$ cat src/rtl/wv_fold_pkg.sv
`timescale 1ns/1ps
package wv_fold_pkg;
    typedef enum logic [2:0] {
        ST_IDLE,
        ST_RUN,
        ST_DRAIN,
        ST_CLEAR,
        ST_DONE
    } seq_state_e;

    localparam int NUM_LEVELS   = 6;
    localparam int DRAIN_CYCLES = 2;
endpackage

$ cat src/rtl/wv_allpass_branch.sv
`timescale 1ns/1ps
// First-order all-pass recursion, coefficient COEF_NUM / 2^COEF_SHIFT.
module wv_allpass_branch #(
    parameter int DATA_W     = 16,
    parameter int ACC_W      = 18,
    parameter int COEF_NUM   = 3,
    parameter int COEF_SHIFT = 4
) (
    input  logic                     clk,
    input  logic                     rst_n,
    input  logic                     clr,
    input  logic                     en,
    input  logic signed [DATA_W-1:0] x,
    output logic signed [ACC_W-1:0]  y
);
    localparam int PROD_W = ACC_W + 1 + COEF_SHIFT + 2;
    localparam logic signed [PROD_W-1:0] K = PROD_W'(COEF_NUM);

    logic signed [ACC_W-1:0]  x_ext;
    logic signed [ACC_W-1:0]  x_prev;
    logic signed [ACC_W-1:0]  y_prev;
    logic signed [ACC_W:0]    diff;
    logic signed [PROD_W-1:0] prod;
    logic signed [PROD_W-1:0] scaled;

    always_comb begin
        x_ext  = ACC_W'(x);
        diff   = (ACC_W+1)'(x_ext) - (ACC_W+1)'(y_prev);
        prod   = PROD_W'(diff) * K;
        scaled = prod >>> COEF_SHIFT;
        y      = ACC_W'(scaled) + x_prev;
    end

    always_ff @(posedge clk or negedge rst_n) begin
        if (!rst_n) begin
            x_prev <= '0;
            y_prev <= '0;
        end else if (clr) begin
            x_prev <= '0;
            y_prev <= '0;
        end else if (en) begin
            x_prev <= x_ext;
            y_prev <= y;
        end
    end

    // a clear leaves no recursion history behind
    p_clear_state_r8: assert property (@(posedge clk) disable iff (!rst_n)
        clr |=> (x_prev == '0 && y_prev == '0));
endmodule

$ cat src/rtl/wv_split_stage.sv
`timescale 1ns/1ps
// One analysis level: two all-pass branches and a registered lattice.
module wv_split_stage #(
    parameter int DATA_W     = 16,
    parameter int ACC_W      = 18,
    parameter int COEF_A     = 3,
    parameter int COEF_B     = 11,
    parameter int COEF_SHIFT = 4
) (
    input  logic                     clk,
    input  logic                     rst_n,
    input  logic                     clr,
    input  logic                     in_v,
    input  logic signed [DATA_W-1:0] x_even,
    input  logic signed [DATA_W-1:0] x_odd,
    output logic                     out_v,
    output logic signed [DATA_W-1:0] app,
    output logic signed [DATA_W-1:0] det
);
    logic signed [DATA_W-1:0] xin [2];
    logic signed [ACC_W-1:0]  ybr [2];
    logic signed [ACC_W:0]    sum_w;
    logic signed [ACC_W:0]    dif_w;
    logic signed [DATA_W-1:0] app_d;
    logic signed [DATA_W-1:0] det_d;

    assign xin[0] = x_even;
    assign xin[1] = x_odd;

    for (genvar gi = 0; gi < 2; gi++) begin : g_branch
        wv_allpass_branch #(
            .DATA_W    (DATA_W),
            .ACC_W     (ACC_W),
            .COEF_NUM  ((gi == 0) ? COEF_A : COEF_B),
            .COEF_SHIFT(COEF_SHIFT)
        ) u_br (
            .clk  (clk),
            .rst_n(rst_n),
            .clr  (clr),
            .en   (in_v),
            .x    (xin[gi]),
            .y    (ybr[gi])
        );
    end

    always_comb begin
        sum_w = (ACC_W+1)'(ybr[0]) + (ACC_W+1)'(ybr[1]);
        dif_w = (ACC_W+1)'(ybr[0]) - (ACC_W+1)'(ybr[1]);
        app_d = DATA_W'(sum_w >>> 1);
        det_d = DATA_W'(dif_w >>> 1);
    end

    always_ff @(posedge clk or negedge rst_n) begin
        if (!rst_n) begin
            out_v <= 1'b0;
            app   <= '0;
            det   <= '0;
        end else begin
            out_v <= in_v && !clr;
            if (in_v) begin
                app <= app_d;
                det <= det_d;
            end
        end
    end

    // one result per consumed pair, one cycle later
    p_out_follows_in_r6: assert property (@(posedge clk) disable iff (!rst_n)
        (in_v && !clr) |=> out_v);
    p_no_spurious_out_r6: assert property (@(posedge clk) disable iff (!rst_n)
        !in_v |=> !out_v);
endmodule

$ cat src/rtl/wv_level_seq.sv
`timescale 1ns/1ps
// Level sequencer: shrinking read ranges, write addresses, inter-level clear.
module wv_level_seq
    import wv_fold_pkg::*;
#(
    parameter int N_SAMPLES = 128,
    parameter int ADDR_W    = $clog2(N_SAMPLES / 2)
) (
    input  logic              clk,
    input  logic              rst_n,
    input  logic              start,
    input  logic              wr_fire,
    output logic              busy,
    output logic              done,
    output logic [2:0]        level,
    output logic              rd_en,
    output logic [ADDR_W-1:0] rd_addr,
    output logic              clr,
    output logic [ADDR_W-1:0] wr_addr
);
    localparam int PAIRS0 = N_SAMPLES / 2;
    localparam int CNT_W  = ADDR_W + 1;
    localparam logic [2:0] LAST_LVL = 3'(NUM_LEVELS);

    seq_state_e        state_q, state_d;
    logic [2:0]        level_q, level_d;
    logic [ADDR_W-1:0] cnt_q, cnt_d;
    logic              drain_q, drain_d;
    logic [CNT_W-1:0]  wcnt_q;
    logic [CNT_W-1:0]  pairs;
    logic              start_ok;
    logic              last_pair;

    assign start_ok  = start && (state_q == ST_IDLE || state_q == ST_DONE);
    assign pairs     = CNT_W'(PAIRS0) >> (level_q - 3'd1);
    assign last_pair = ({1'b0, cnt_q} == pairs - CNT_W'(1));

    // next-state logic
    always_comb begin
        state_d = state_q;
        level_d = level_q;
        cnt_d   = cnt_q;
        drain_d = drain_q;
        unique case (state_q)
            ST_IDLE, ST_DONE: begin
                if (start) begin
                    state_d = ST_RUN;
                    level_d = 3'd1;
                    cnt_d   = '0;
                end
            end
            ST_RUN: begin
                if (last_pair) begin
                    state_d = ST_DRAIN;
                    drain_d = 1'b0;
                end else begin
                    cnt_d = cnt_q + ADDR_W'(1);
                end
            end
            ST_DRAIN: begin
                if (drain_q == 1'(DRAIN_CYCLES - 1)) begin
                    state_d = (level_q == LAST_LVL) ? ST_DONE : ST_CLEAR;
                end else begin
                    drain_d = 1'b1;
                end
            end
            ST_CLEAR: begin
                state_d = ST_RUN;
                level_d = level_q + 3'd1;
                cnt_d   = '0;
            end
            default: state_d = ST_IDLE;
        endcase
    end

    // state register
    always_ff @(posedge clk or negedge rst_n) begin
        if (!rst_n) begin
            state_q <= ST_IDLE;
            level_q <= 3'd1;
            cnt_q   <= '0;
            drain_q <= 1'b0;
        end else begin
            state_q <= state_d;
            level_q <= level_d;
            cnt_q   <= cnt_d;
            drain_q <= drain_d;
        end
    end

    // write address counter, restarted by every clear
    always_ff @(posedge clk or negedge rst_n) begin
        if (!rst_n) begin
            wcnt_q <= '0;
        end else if (clr) begin
            wcnt_q <= '0;
        end else if (wr_fire) begin
            wcnt_q <= wcnt_q + CNT_W'(1);
        end
    end

    // outputs
    always_comb begin
        busy  = (state_q == ST_RUN) || (state_q == ST_DRAIN) || (state_q == ST_CLEAR);
        done  = (state_q == ST_DONE);
        rd_en = (state_q == ST_RUN);
        clr   = (state_q == ST_CLEAR) || start_ok;
    end

    assign rd_addr = cnt_q;
    assign wr_addr = wcnt_q[ADDR_W-1:0];
    assign level   = level_q;

    // level stays in 1..6
    p_level_range_r2: assert property (@(posedge clk) disable iff (!rst_n)
        (level_q >= 3'd1 && level_q <= LAST_LVL));
    // a clear cycle is followed by Run at the next level
    p_clear_to_run_r8: assert property (@(posedge clk) disable iff (!rst_n)
        (state_q == ST_CLEAR) |=> (state_q == ST_RUN && level_q == $past(level_q) + 3'd1));
    // each write trails the read pointer
    p_wr_trails_r4: assert property (@(posedge clk) disable iff (!rst_n)
        wr_fire |-> (wcnt_q <= {1'b0, cnt_q}));
    // a level ends with exactly its pair count written
    p_level_count_r4: assert property (@(posedge clk) disable iff (!rst_n)
        (state_q == ST_DRAIN && drain_q) |=> (wcnt_q == $past(pairs)));
    // Done is reached only at level 6
    p_done_level_r10: assert property (@(posedge clk) disable iff (!rst_n)
        (state_q == ST_DONE) |-> (level_q == LAST_LVL));
endmodule

$ cat src/rtl/wv_fold_analyzer.sv
`timescale 1ns/1ps
// Top: folded six-level analysis with source muxing between input and scratch memory.
module wv_fold_analyzer #(
    parameter int N_SAMPLES  = 128,
    parameter int DATA_W     = 16,
    parameter int ACC_W      = DATA_W + 2,
    parameter int COEF_A     = 3,
    parameter int COEF_B     = 11,
    parameter int COEF_SHIFT = 4,
    parameter int ADDR_W     = $clog2(N_SAMPLES / 2)
) (
    input  logic              clk,
    input  logic              rst_n,
    input  logic              start,
    output logic              busy,
    output logic              done,
    output logic [2:0]        level,
    output logic              in_rd_en,
    output logic              tmp_rd_en,
    output logic [ADDR_W-1:0] rd_addr,
    input  logic [DATA_W-1:0] in_even,
    input  logic [DATA_W-1:0] in_odd,
    input  logic [DATA_W-1:0] tmp_even,
    input  logic [DATA_W-1:0] tmp_odd,
    output logic              wr_en,
    output logic [ADDR_W-1:0] wr_addr,
    output logic [2:0]        det_sel,
    output logic [DATA_W-1:0] app_data,
    output logic [DATA_W-1:0] det_data
);
    logic                     rd_en;
    logic                     clr;
    logic                     data_v;
    logic                     from_input;
    logic signed [DATA_W-1:0] sel_even;
    logic signed [DATA_W-1:0] sel_odd;
    logic signed [DATA_W-1:0] app_s;
    logic signed [DATA_W-1:0] det_s;

    wv_level_seq #(
        .N_SAMPLES(N_SAMPLES),
        .ADDR_W   (ADDR_W)
    ) u_seq (
        .clk    (clk),
        .rst_n  (rst_n),
        .start  (start),
        .wr_fire(wr_en),
        .busy   (busy),
        .done   (done),
        .level  (level),
        .rd_en  (rd_en),
        .rd_addr(rd_addr),
        .clr    (clr),
        .wr_addr(wr_addr)
    );

    assign from_input = (level == 3'd1);
    assign in_rd_en   = rd_en && from_input;
    assign tmp_rd_en  = rd_en && !from_input;

    // synchronous memories return data one cycle after the address
    always_ff @(posedge clk or negedge rst_n) begin
        if (!rst_n) data_v <= 1'b0;
        else        data_v <= rd_en;
    end

    assign sel_even = from_input ? in_even : tmp_even;
    assign sel_odd  = from_input ? in_odd  : tmp_odd;

    wv_split_stage #(
        .DATA_W    (DATA_W),
        .ACC_W     (ACC_W),
        .COEF_A    (COEF_A),
        .COEF_B    (COEF_B),
        .COEF_SHIFT(COEF_SHIFT)
    ) u_stage (
        .clk   (clk),
        .rst_n (rst_n),
        .clr   (clr),
        .in_v  (data_v),
        .x_even(sel_even),
        .x_odd (sel_odd),
        .out_v (wr_en),
        .app   (app_s),
        .det   (det_s)
    );

    assign app_data = app_s;
    assign det_data = det_s;
    assign det_sel  = level;

    // one source per level, input memory only at level 1
    p_one_source_r3: assert property (@(posedge clk) disable iff (!rst_n)
        !(in_rd_en && tmp_rd_en));
    p_input_level1_r3: assert property (@(posedge clk) disable iff (!rst_n)
        in_rd_en |-> (level == 3'd1));
    // writes never carry a level outside 1..6
    p_det_sel_r7: assert property (@(posedge clk) disable iff (!rst_n)
        wr_en |-> (det_sel >= 3'd1 && det_sel <= 3'd6));
endmodule

$ cat config.mk
export PLATFORM = sky130hd
export DESIGN_NAME = wv_fold_analyzer
export DESIGN_NICKNAME = d
export VERILOG_FILES = /design/src/rtl/wv_fold_pkg.sv /design/src/rtl/wv_allpass_branch.sv /design/src/rtl/wv_split_stage.sv /design/src/rtl/wv_level_seq.sv /design/src/rtl/wv_fold_analyzer.sv
export SDC_FILE = /design/constraint.sdc
export NUM_CORES = 1
export LEC_CHECK = 0
export BUFFER_PORTS_ARGS = -buffer_cell sky130_fd_sc_hd__clkbuf_2
export CORE_ASPECT_RATIO = 1.75
export CORE_MARGIN = 2
export CORE_UTILIZATION = 60
export DETAILED_ROUTE_END_ITERATION = 7
export PLACE_DENSITY_LB_ADDON = 0.25
export SYNTH_ARGS = -nofsm -noshare
export SYNTH_HDL_FRONTEND = slang
export SYNTH_SLANG_ARGS = --single-unit
$ cat constraint.sdc
create_clock -name clk -period 11.95 [get_ports clk]
set_input_delay 1.195 -clock clk [delete_from_list [all_inputs] [get_ports clk]]
set_output_delay 1.195 -clock clk [all_outputs]
set_load 0.005 [all_outputs]
==> results of run 1 <==
==> cells by family after synthesis <==
group                    share of synthesized area
flip-flops                                  0.2327
AO/OA/AOI/OAI                               0.1726
AND/OR/NAND/NOR                             0.1709
XOR/XNOR                                   0.08641
adder cells (fa/ha/maj)                     0.2072
multiplexers                               0.06411
buffers and inverters                      0.06603
==> routing by layer <==
| layer | routed length, µm | global-route usage | share of wire | vias to the layer above |
|---|---|---|---|---|
| li1 | - | - | - | 5511 |
| met1 | 12150 | 0.2985 | 0.38 | 5331 |
| met2 | 17330 | 0.5441 | 0.55 | 239 |
| met3 | 888 | 0.04113 | 0.028 | 84 |
| met4 | 1277 | 0.1325 | 0.040 | 0 |
| met5 | 0 | 0 | 0 | - |
==> cell usage after synthesis (38+ instances only) <==
library cell / instances
clkbuf_1: 38
nor3_1: 68
nor2_1: 217
dfrtp_1: 120
a21oi_1: 102
xnor2_1: 77
nand2_1: 63
ha_1: 182
o21ai_0: 38
a21o_1: 40
inv_1: 176
mux2_2: 43
==> state kept, by name, summed over array words and instances (netlist names) <==
signal	flops
data_v	1
u_seq.drain_q	1
u_seq.level	3
u_seq.rd_addr	6
u_seq.state_q	3
u_seq.wcnt_q	6
u_stage.app	16
u_stage.det	16
u_stage.g_branch.u_br.x_prev	32
u_stage.g_branch.u_br.y_prev	36
u_stage.out_v	1
==> worst min-delay path: cells and delay by family (launching register included) <==
kind               cells  cell delay (ps)
AOI/OAI and AO/OA      1               60
and+or+nand+nor        1               50
DFF                    1              340
==> stage by stage <==
step / cell area, µm² / setup slack, ps / instances / hold slack, ps
2_1_floorplan: 13020 / 3385 / 1543 / 476.3
3_3_place_gp: 13850 / 2342 / 1914 / 471.3
3_5_place_dp: 13850 / 2203 / 1914 / 476.9
4_1_cts: 14460 / 2140 / 1946 / 491.1
5_1_grt: 14460 / 1429 / 1946 / 528.2
6_report: 14460 / 2178 / 1946 / 486.0
==> area by class of cell <==
class	instances	area, µm²	area share
Timing Repair Buffer	125	638.1	0.04414
Multi-Input combinational cell	1199	9150	0.6329
Sequential cell	121	3033	0.2098
Clock buffer	21	460.4	0.03185
Inverter	177	664.4	0.04595
Tap cell	292	365.4	0.02527
Clock inverter	11	146.4	0.01013
==> path summary, 6_finish.rpt <==
check                      depth (start not counted)               end
min                                                2   u_stage.app[12]
min in group asynchronous                          1  u_seq.rd_addr[4]
min reg2reg                                        2   u_stage.app[12]
max in group asynchronous                          2            data_v
max                                               38   u_stage.det[15]
max reg2reg                                       38   u_stage.det[15]
==> metrics.md, run 1 <==
| Metric | Value |
|---|---|
| Outcome | complete, no violations |
| Detailed Place HPWL | 24,340 µm |
| CP max-delay cell | nor2_4 |
| Layout area overhead | 11.06% |
| FILL cells | 1,856 |
| Total GRT Usage | 0.2850 |
| DR WL/cell | 16.26 µm |
| Initial DRC count | 437 |
| IO buf count | 121 |
| Antenna Nets Post-Route | 0 |
| Clk_skew | ~14 ps |
| Worst-Margin Slew | roughly 1200 ps |
| Die X | 115.3 µm |
| Cell Area, Synth | ~0.013 mm² |
| Critical Path Start | u_seq.level[0] |
| Sink Count | 121 |
| R2R Setup Slk | 2180 ps |
| Startpoint types | flip-flop |
| WP data arrival | slightly above 10,000 ps |
| Worst path required time | between 10,000 and 15,000 ps |
| Post-layout util | 0.6753 |
| CP endpoint kind | flip-flop |
| Syn Inst Count | 1,543 |
| Synth cell types | between 80 and 90 |
| RSZ-0062 raised after global routing | no |
| Clock-pin slew on the worst setup and hold paths | 60 ps |
| Crit path largest cell delay | 880 ps |
| Syn avg cell area | between 8 and 9 µm² |
| Slew Limit Fails | 0 |
| # setup viols final | 0 |
| Max Cap Viol | 0 |
| Clock Path Buffers | 2 |
| Antenna diodes | 0 |
| Hold-fix buffers at CTS | 0 |
| Number of H-tree levels | 4 |
| Top cell type by total area after synthesis | dfrtp_1 |
| Class of the worst hold path | flip-flop to flip-flop |
| Boundary Pins | ~120 |
| Via Count | approximately 11,000 |
| Min Tclk post-route | 9772 ps |
| Core ar. | 0.02141 mm² |
| Reg-to-reg startpoint | u_seq.level[0] |
| GRT Residual Overflow | 0 |
| Most frequent cells in the layout | nor2_1, ha_1, inv_1, clkbuf_2, dfrtp_1 |
| Clk_lat worst skew | around 440 ps |
| Synthesized Nets | between 1,500 and 2,000 |
| Cts bufs inserted | 17 |
| Syn. warnings | 0 |
| Vias per inst | roughly 5.7 |
| Hold_sp | u_stage.app[12] |
| Tcrit/Tclk final | 0.8177 |
| Die area | between 0.02 and 0.025 mm² |
| Total Wirelength | between 30,000 and 40,000 µm |
| Vias in the first global route | approximately 11,000 |
| Delay-heaviest family, CP | compound AO/OA/AOI/OAI gates |
| Synth area leaders | dfrtp_1, ha_1, nor2_1 |
| Crit path max fanout | 33 |
| Flops & latches, synth | 121 |
| Fin. Hold Viols | 0 |
| Initial Utilization | 0.6080 |
| Post-synthesis sequential area ratio | 0.2327 |
| Row count | 71 |
| Top FF cell, synth | dfrtp_1 |
| TritonRoute pass-1 iters | 5 |
| Kind of critical path | flip-flop to flip-flop |
| Setup TNS | 0 ps |
| Clk root buf | clkbuf_16 |
| CP Buf/Inv Count | 6 |
| Commonest non-fill, non-tap cell in the layout | nor2_1 |
| EDFF count, synth | 0 |
| Postcts setup bufs | 0 |
| PostCTS Resize Cnt | 0 |
| Relative slew slack | 0.2311 |
| Maximum clock frequency | a little over 100 MHz |
| Height of the die | slightly below 200 µm |
| Post-synth top area share | 0.2307 |
| Nets | between 1,500 and 2,000 |
| Largest net degree at the start of global routing | 89 |
| Placer Congestion | approximately 0.95 |
| CTS tree | yes |
| Layout cells sized above 1 | 0.1499 |
| Asr flop ratio synth | 1.000 |
| DRC viols | 0 |
| First-pass GRT wire length | ~52,000 µm |
| Initial antenna violation count | 0 |
Power of run 1 is not shown: default switching activity piles up to over one toggle a cycle in this logic, so the estimate is an artifact.
==> run 2, diff against run 1 <==
==> constraint.sdc (replaced) <==
create_clock -name clk -period 9.96 [get_ports clk]
set_input_delay 0.996 -clock clk [delete_from_list [all_inputs] [get_ports clk]]
set_output_delay 0.996 -clock clk [all_outputs]
set_load 0.005 [all_outputs]
==> run 2 against run 1 <==
Compared with the run above: global-route usage shrank 0.25 points; clock-buffer cell count is 3 lower; core utilization increased by 0.26 points; flip-flop and latch count stayed put; non-clock buffer count rose by 5; first-iteration DRC count shrank 8.7%; register-to-register slack worse by 1400 ps; critical endpoint unchanged; setup slack got worse by 1400 ps; via count down 0.52%; fmax increased by 6.5%; wire length down 1.4%; critical path type unchanged; critical path depth unchanged.
==> metrics.md, run 2 (synthesis gave the netlist of run 1 again) <==
| Metric | Value |
|---|---|
| Biggest register | u_stage.g_branch.u_br.y_prev (unchanged) |
| Clock-pin slew on the worst setup and hold paths | 60 ps (about the same) |
| CP max-delay cell | dfstp_2 (was nor2_4) |
| R2R Setup Slk | 780 ps (was 2180 ps) |
| Hold EP | u_stage.app[12] (unchanged) |
| Boundary Pins | 122 (unchanged) |
| Clock Path Buffers | 2 (unchanged) |
| Vias per inst | 5.693 (was 5.737) |
| Detailed Place HPWL | 24,070 µm (was 24,340 µm) |
| Vias in the first global route | 11,250 (about the same) |
| Delay-heaviest family, CP | compound AO/OA/AOI/OAI gates (unchanged) |
| Most frequent cells in the layout | nor2_1, ha_1, inv_1, clkbuf_2, dfrtp_1 (unchanged) |
| PostCTS Resize Cnt | 0 (unchanged) |
| Placer Congestion | 0.9521 (was 0.9500) |
| RR Endpoint | u_stage.det[15] (unchanged) |
| Commonest non-fill, non-tap cell in the layout | nor2_1 (unchanged) |
| RSZ-0062 raised after global routing | no (unchanged) |
| Via Count | 11,110 (was 11,170) |
| Nets | 1,916 (was 1,911) |
| Die area | 0.02294 mm² (unchanged) |
| Setup TNS | 0 ps (unchanged) |
| Max Cap Viol | 0 (unchanged) |
| Slew Limit Fails | 0 (unchanged) |
| DRC viols | 0 (unchanged) |
| Clk_lat worst skew | 430 ps (was 440 ps) |
| Class of the worst hold path | flip-flop to flip-flop (unchanged) |
| Final WS setup | 784.3 ps (was 2178 ps) |
| FILL cells | 1,792 (was 1,856) |
| Largest net degree at the start of global routing | 93 (was 89) |
| Multi-input logic area | 0.009150 mm² (unchanged) |
| Inst Count DP | 1,915 (was 1,914) |
| Hold path depth | 2 (unchanged) |
| Worst path required time | 10,270 ps (was 12,270 ps) |
| Postcts setup bufs | 0 (unchanged) |
| Layout cells sized above 1 | 0.1537 (was 0.1499) |
| First-pass GRT wire length | 51,630 µm (was 51,760 µm) |
| Hold_sp | u_stage.app[12] (unchanged) |
| Antenna diodes | 0 (unchanged) |
| Crit path max fanout | 7 (was 33) |
| Hold-fix buffers at CTS | 0 (unchanged) |
| Initial antenna violation count | 0 (unchanged) |
| Sink Count | 121 (unchanged) |
| Total Wirelength | 31,210 µm (was 31,650 µm) |
| FF-to-FF path depth | 38 (unchanged) |
| Kind of critical path | flip-flop to flip-flop (unchanged) |
| TritonRoute pass-1 iters | 5 (unchanged) |
| Reg-to-reg startpoint | u_seq.level[0] (unchanged) |
| Tcrit/Tclk final | 0.9213 (was 0.8177) |
| # setup viols final | 0 (unchanged) |
| CP Buf/Inv Count | 7 (was 6) |
| Layout area overhead | 11.49% (was 11.06%) |
| Row count | 71 (unchanged) |
| Non-Filler Instances | 1,951 (was 1,946) |
| Worst-Margin Slew | 1070 ps (was 1151 ps) |
| Clk_skew | 7.057 ps (was 14.28 ps) |
| WP data arrival | 9490 ps (was 10,090 ps) |
| Antenna Nets Post-Route | 0 (unchanged) |
| Number of H-tree levels | 4 (unchanged) |
| Maximum clock frequency | 109.0 MHz (was 102.3 MHz) |
| Clk root buf | clkbuf_16 (unchanged) |
| Cts bufs inserted | 17 (unchanged) |
| FF/Latch Area | 0.003033 mm² (unchanged) |
| CP endpoint kind | flip-flop (unchanged) |
| Outcome | complete, no violations (unchanged) |
| Total GRT Usage | 0.2825 (was 0.2850) |
| Die X | 115.3 µm (unchanged) |
| Min Tclk post-route | 9176 ps (was 9772 ps) |
| Fin. Hold Viols | 0 (unchanged) |
| Max reg flops | 36 (unchanged) |
| Place WS | 489.8 ps (was 2203 ps) |
| Height of the die | 198.9 µm (unchanged) |
| Relative slew slack | 0.2869 (was 0.2311) |
| Largest regs | u_stage.g_branch.u_br.y_prev: 36 flops, u_stage.g_branch.u_br.x_prev: 32 flops (unchanged) |
| Startpoint types | flip-flop (unchanged) |
| Core ar. | 0.02141 mm² (unchanged) |
| GRT Residual Overflow | 0 (unchanged) |
| IO buf count | 121 (unchanged) |
| Initial DRC count | 399 (was 437) |
| Crit path largest cell delay | 590 ps (was 880 ps) |
| CTS tree | yes (unchanged) |
| Initial Utilization | 0.6080 (unchanged) |
| DR WL/cell | 16.00 µm (was 16.26 µm) |
| Final hold slack | 496.5 ps (was 486.0 ps) |
## run 2: cell types whose count changed in the layout (fill, tap and decap cells not counted)
cell / change
clkbuf_8: -1
inv_6: +1
buf_4: +4
clkbuf_1: -2
buf_12: +1
clkinv_4: +2
## run 2: worst min-delay path: stages, from the launching register on
cell	delay (ps)
dfrtp_1	350
nand2_1	50
o21ai_0	60
## run 2: stage by stage
stage / utilization / instance area (µm²)
2_1_floorplan: - / 13020
3_3_place_gp: 0.6473 / 13860
3_5_place_dp: 0.6473 / 13860
4_1_cts: 0.6759 / 14470
5_1_grt: 0.6779 / 14510
6_report: 0.6779 / 14510
## run 2: final cells by class
| type | instances | share of cell area |
|---|---|---|
| well taps | 292 | 0.02517 |
| inverters | 177 | 0.04578 |
| flip-flops and latches | 121 | 0.2090 |
| repair buffers | 130 | 0.04742 |
| clock inverters | 14 | 0.01190 |
| clock buffers | 18 | 0.03026 |
| multi-input cells | 1199 | 0.6305 |
## run 2: metal layers
| layer | track usage | share of wire | up-vias |
|---|---|---|---|
| li1 | - | - | 5525 |
| met1 | 0.3104 | 0.39 | 5303 |
| met2 | 0.5302 | 0.55 | 216 |
| met3 | 0.03991 | 0.029 | 63 |
| met4 | 0.1183 | 0.032 | 0 |
| met5 | 0 | 0 | - |
## run 2: worst max-delay path by stage
stage / start / endpoint / slack (ps) / cells past startpoint
5_1_grt: u_seq.level[1] / u_stage.det[15] / 300 / 39
6_report: u_seq.level[0] / u_stage.det[15] / 780 / 38
3_5_place_dp: u_seq.level[0] / u_stage.det[15] / 490 / 37
4_1_cts: u_seq.level[0] / u_stage.det[15] / 430 / 37
2_1_floorplan: u_seq.level[0] / u_stage.det[15] / 1390 / 41
3_3_place_gp: u_seq.level[0] / u_stage.det[15] / 680 / 37
Power of run 2 is left out for the same reason.
==> run 3, diff against run 2 <==
--- a/config.mk
+++ b/config.mk
@@ -5,7 +5,7 @@
 export SDC_FILE = /design/constraint.sdc
 export NUM_CORES = 1
 export LEC_CHECK = 0
-export BUFFER_PORTS_ARGS = -buffer_cell sky130_fd_sc_hd__clkbuf_2
+export BUFFER_PORTS_ARGS = -buffer_cell sky130_fd_sc_hd__buf_4
 export CORE_ASPECT_RATIO = 1.75
 export CORE_MARGIN = 2
 export CORE_UTILIZATION = 60
==> run 3 against run 2 <==
Compared with the run above: register-to-register slack worse by 110 ps; clock-buffer cell count unchanged; die area unchanged; core utilization up 1.6 points; clock skew about the same; critical path depth unchanged; fmax down 1.2%; cell area up 2.4%; global-route usage up 0.78 points; wire length up 3.6%; setup slack worse by 110 ps; critical endpoint unchanged; largest cell class unchanged; highest routed layer unchanged.
==> metrics.md, run 3 (synthesis gave the netlist of run 1 again) <==
| Metric | Value |
|---|---|
| DRC viols | 0 (unchanged) |
| Total Wirelength | 32,320 µm (was 31,210 µm) |
| Largest regs | u_stage.g_branch.u_br.y_prev: 36 flops, u_stage.g_branch.u_br.x_prev: 32 flops (unchanged) |
| Placer Congestion | 0.9400 (was 0.9521) |
| Vias per inst | 5.813 (was 5.693) |
| Post-layout util | 0.6941 (was 0.6779) |
| Reg-to-reg startpoint | u_seq.level[1] (was u_seq.level[0]) |
| Sink Count | 121 (unchanged) |
| Max Cap Viol | 0 (unchanged) |
| CP endpoint kind | flip-flop (unchanged) |
| R2R Setup Slk | 670 ps (was 780 ps) |
| Antenna diodes | 0 (unchanged) |
| Clk root buf | clkbuf_16 (unchanged) |
| CP max-delay cell | fa_1 (was dfstp_2) |
| PostCTS Resize Cnt | 0 (unchanged) |
| Postcts setup bufs | 0 (unchanged) |
| Clock-pin slew on the worst setup and hold paths | 60 ps (about the same) |
| Die X | 115.3 µm (unchanged) |
| Cell depth of the worst setup path | 38 (unchanged) |
| WP data arrival | 9600 ps (was 9490 ps) |
| Biggest register | u_stage.g_branch.u_br.y_prev (unchanged) |
| Crit path largest cell delay | 530 ps (was 590 ps) |
| RSZ-0062 raised after global routing | no (unchanged) |
| Core ar. | 0.02141 mm² (unchanged) |
| Place WS | 495.5 ps (was 489.8 ps) |
| Number of H-tree levels | 4 (unchanged) |
| FF-to-FF path depth | 38 (unchanged) |
| Largest net degree at the start of global routing | 95 (was 93) |
| Kind of critical path | flip-flop to flip-flop (unchanged) |
| DR WL/cell | 16.50 µm (was 16.00 µm) |
| Boundary Pins | 122 (unchanged) |
| Min Tclk post-route | 9286 ps (was 9176 ps) |
| Antenna Nets Post-Route | 0 (unchanged) |
| Total GRT Usage | 0.2903 (was 0.2825) |
| CTS tree | yes (unchanged) |
| Clk_skew | 6.770 ps (was 7.057 ps) |
| Class of the worst hold path | flip-flop to flip-flop (unchanged) |
| GRT Residual Overflow | 0 (unchanged) |
| # setup viols final | 0 (unchanged) |
| Fin. Hold Viols | 0 (unchanged) |
| Worst path required time | 10,280 ps (was 10,270 ps) |
| Hold path depth | 2 (unchanged) |
| Layout area overhead | 14.15% (was 11.49%) |
| Initial Utilization | 0.6080 (unchanged) |
| Cts bufs inserted | 17 (unchanged) |
| Crit path max fanout | 12 (was 7) |
| First-pass GRT wire length | 53,070 µm (was 51,630 µm) |
| Most frequent cells in the layout | nor2_1, ha_1, inv_1, buf_4, dfrtp_1 (was nor2_1, ha_1, inv_1, clkbuf_2, dfrtp_1) |
| Row count | 71 (unchanged) |
| Detailed Place HPWL | 24,940 µm (was 24,070 µm) |
| Outcome | complete, no violations (unchanged) |
| Final WS setup | 673.8 ps (was 784.3 ps) |
| Initial DRC count | 498 (was 399) |
| RR Endpoint | u_stage.det[15] (unchanged) |
| Height of the die | 198.9 µm (unchanged) |
| Commonest non-fill, non-tap cell in the layout | nor2_1 (unchanged) |
| Hold-fix buffers at CTS | 0 (unchanged) |
| Slew Limit Fails | 0 (unchanged) |
| CP Buf/Inv Count | 7 (unchanged) |
| Max reg flops | 36 (unchanged) |
| FILL cells | 1,748 (was 1,792) |
| Hold EP | u_stage.app[12] (unchanged) |
| Hold_sp | u_stage.app[12] (unchanged) |
| Vias in the first global route | 11,520 (was 11,250) |
| Die area | 0.02294 mm² (unchanged) |
| Relative slew slack | 0.2576 (was 0.2869) |
| Clock Path Buffers | 2 (unchanged) |
| Maximum clock frequency | 107.7 MHz (was 109.0 MHz) |
| IO buf count | 121 (unchanged) |
| Setup TNS | 0 ps (unchanged) |
| Delay-heaviest family, CP | compound AO/OA/AOI/OAI gates (unchanged) |
| Initial antenna violation count | 0 (unchanged) |
| TritonRoute pass-1 iters | 5 (unchanged) |
| Worst-Margin Slew | 1114 ps (was 1070 ps) |
| Nets | 1,924 (was 1,916) |
| Via Count | 11,390 (was 11,110) |
| Layout cells sized above 1 | 0.1578 (was 0.1537) |
| Tcrit/Tclk final | 0.9323 (was 0.9213) |
| Clk_lat worst skew | 430 ps (about the same) |
| Startpoint types | flip-flop (unchanged) |
[run 3: cell types whose count changed in the layout (fill, tap and decap cells not counted)]
cell	before	now
buf_4	9	138
clkbuf_2	120	0
clkinv_4	5	2
inv_6	1	3
buf_12	1	0
clkinvlp_4	2	3
[run 3: cell type report]
cell class,instances,area (µm²),area share
clock buffers,18,439.2,0.02956
clock inverters,14,171.4,0.01154
inverters,177,664.4,0.04471
multi-input cells,1199,9150,0.6158
flip-flops and latches,121,3033,0.2041
well taps,292,365.4,0.02459
repair buffers,138,1036,0.06972
[run 3: layer usage]
layer,track usage,up-vias,share of wire
li1,-,5558,-
met3,0.03839,87,0.032
met1,0.3178,5460,0.38
met2,0.5408,283,0.55
met5,0,-,0
met4,0.1361,0,0.039
[run 3: per-stage QoR]
stage          hold slack (ps)  cells  instance area [µm²]
3_5_place_dp             481.6   1915                14160
6_report                 494.8   1959                14860
2_1_floorplan            476.3   1543                13020
4_1_cts                  498.7   1947                14770
3_3_place_gp             474.7   1915                14160
5_1_grt                  531.5   1959                14860
[run 3: worst max path at each step]
| stage | start | endpoint | slack [ps] |
|---|---|---|---|
| 6_report | u_seq.level[1] | u_stage.det[15] | 670 |
| 5_1_grt | u_seq.level[1] | u_stage.det[15] | 240 |
| 3_5_place_dp | u_seq.level[1] | u_stage.det[15] | 500 |
| 2_1_floorplan | u_seq.level[0] | u_stage.det[15] | 1390 |
| 4_1_cts | u_seq.level[1] | u_stage.det[15] | 450 |
| 3_3_place_gp | u_seq.level[0] | u_stage.det[15] | 760 |
[run 3: tightest hold or removal path, delay by kind of cell (launching register included)]
kind | cells | cell delay (ps)
DFF | 1 | 340
AOI/OAI and AO/OA | 1 | 60
and+or+nand+nor | 1 | 60
Power of run 3 is left out for the same reason.
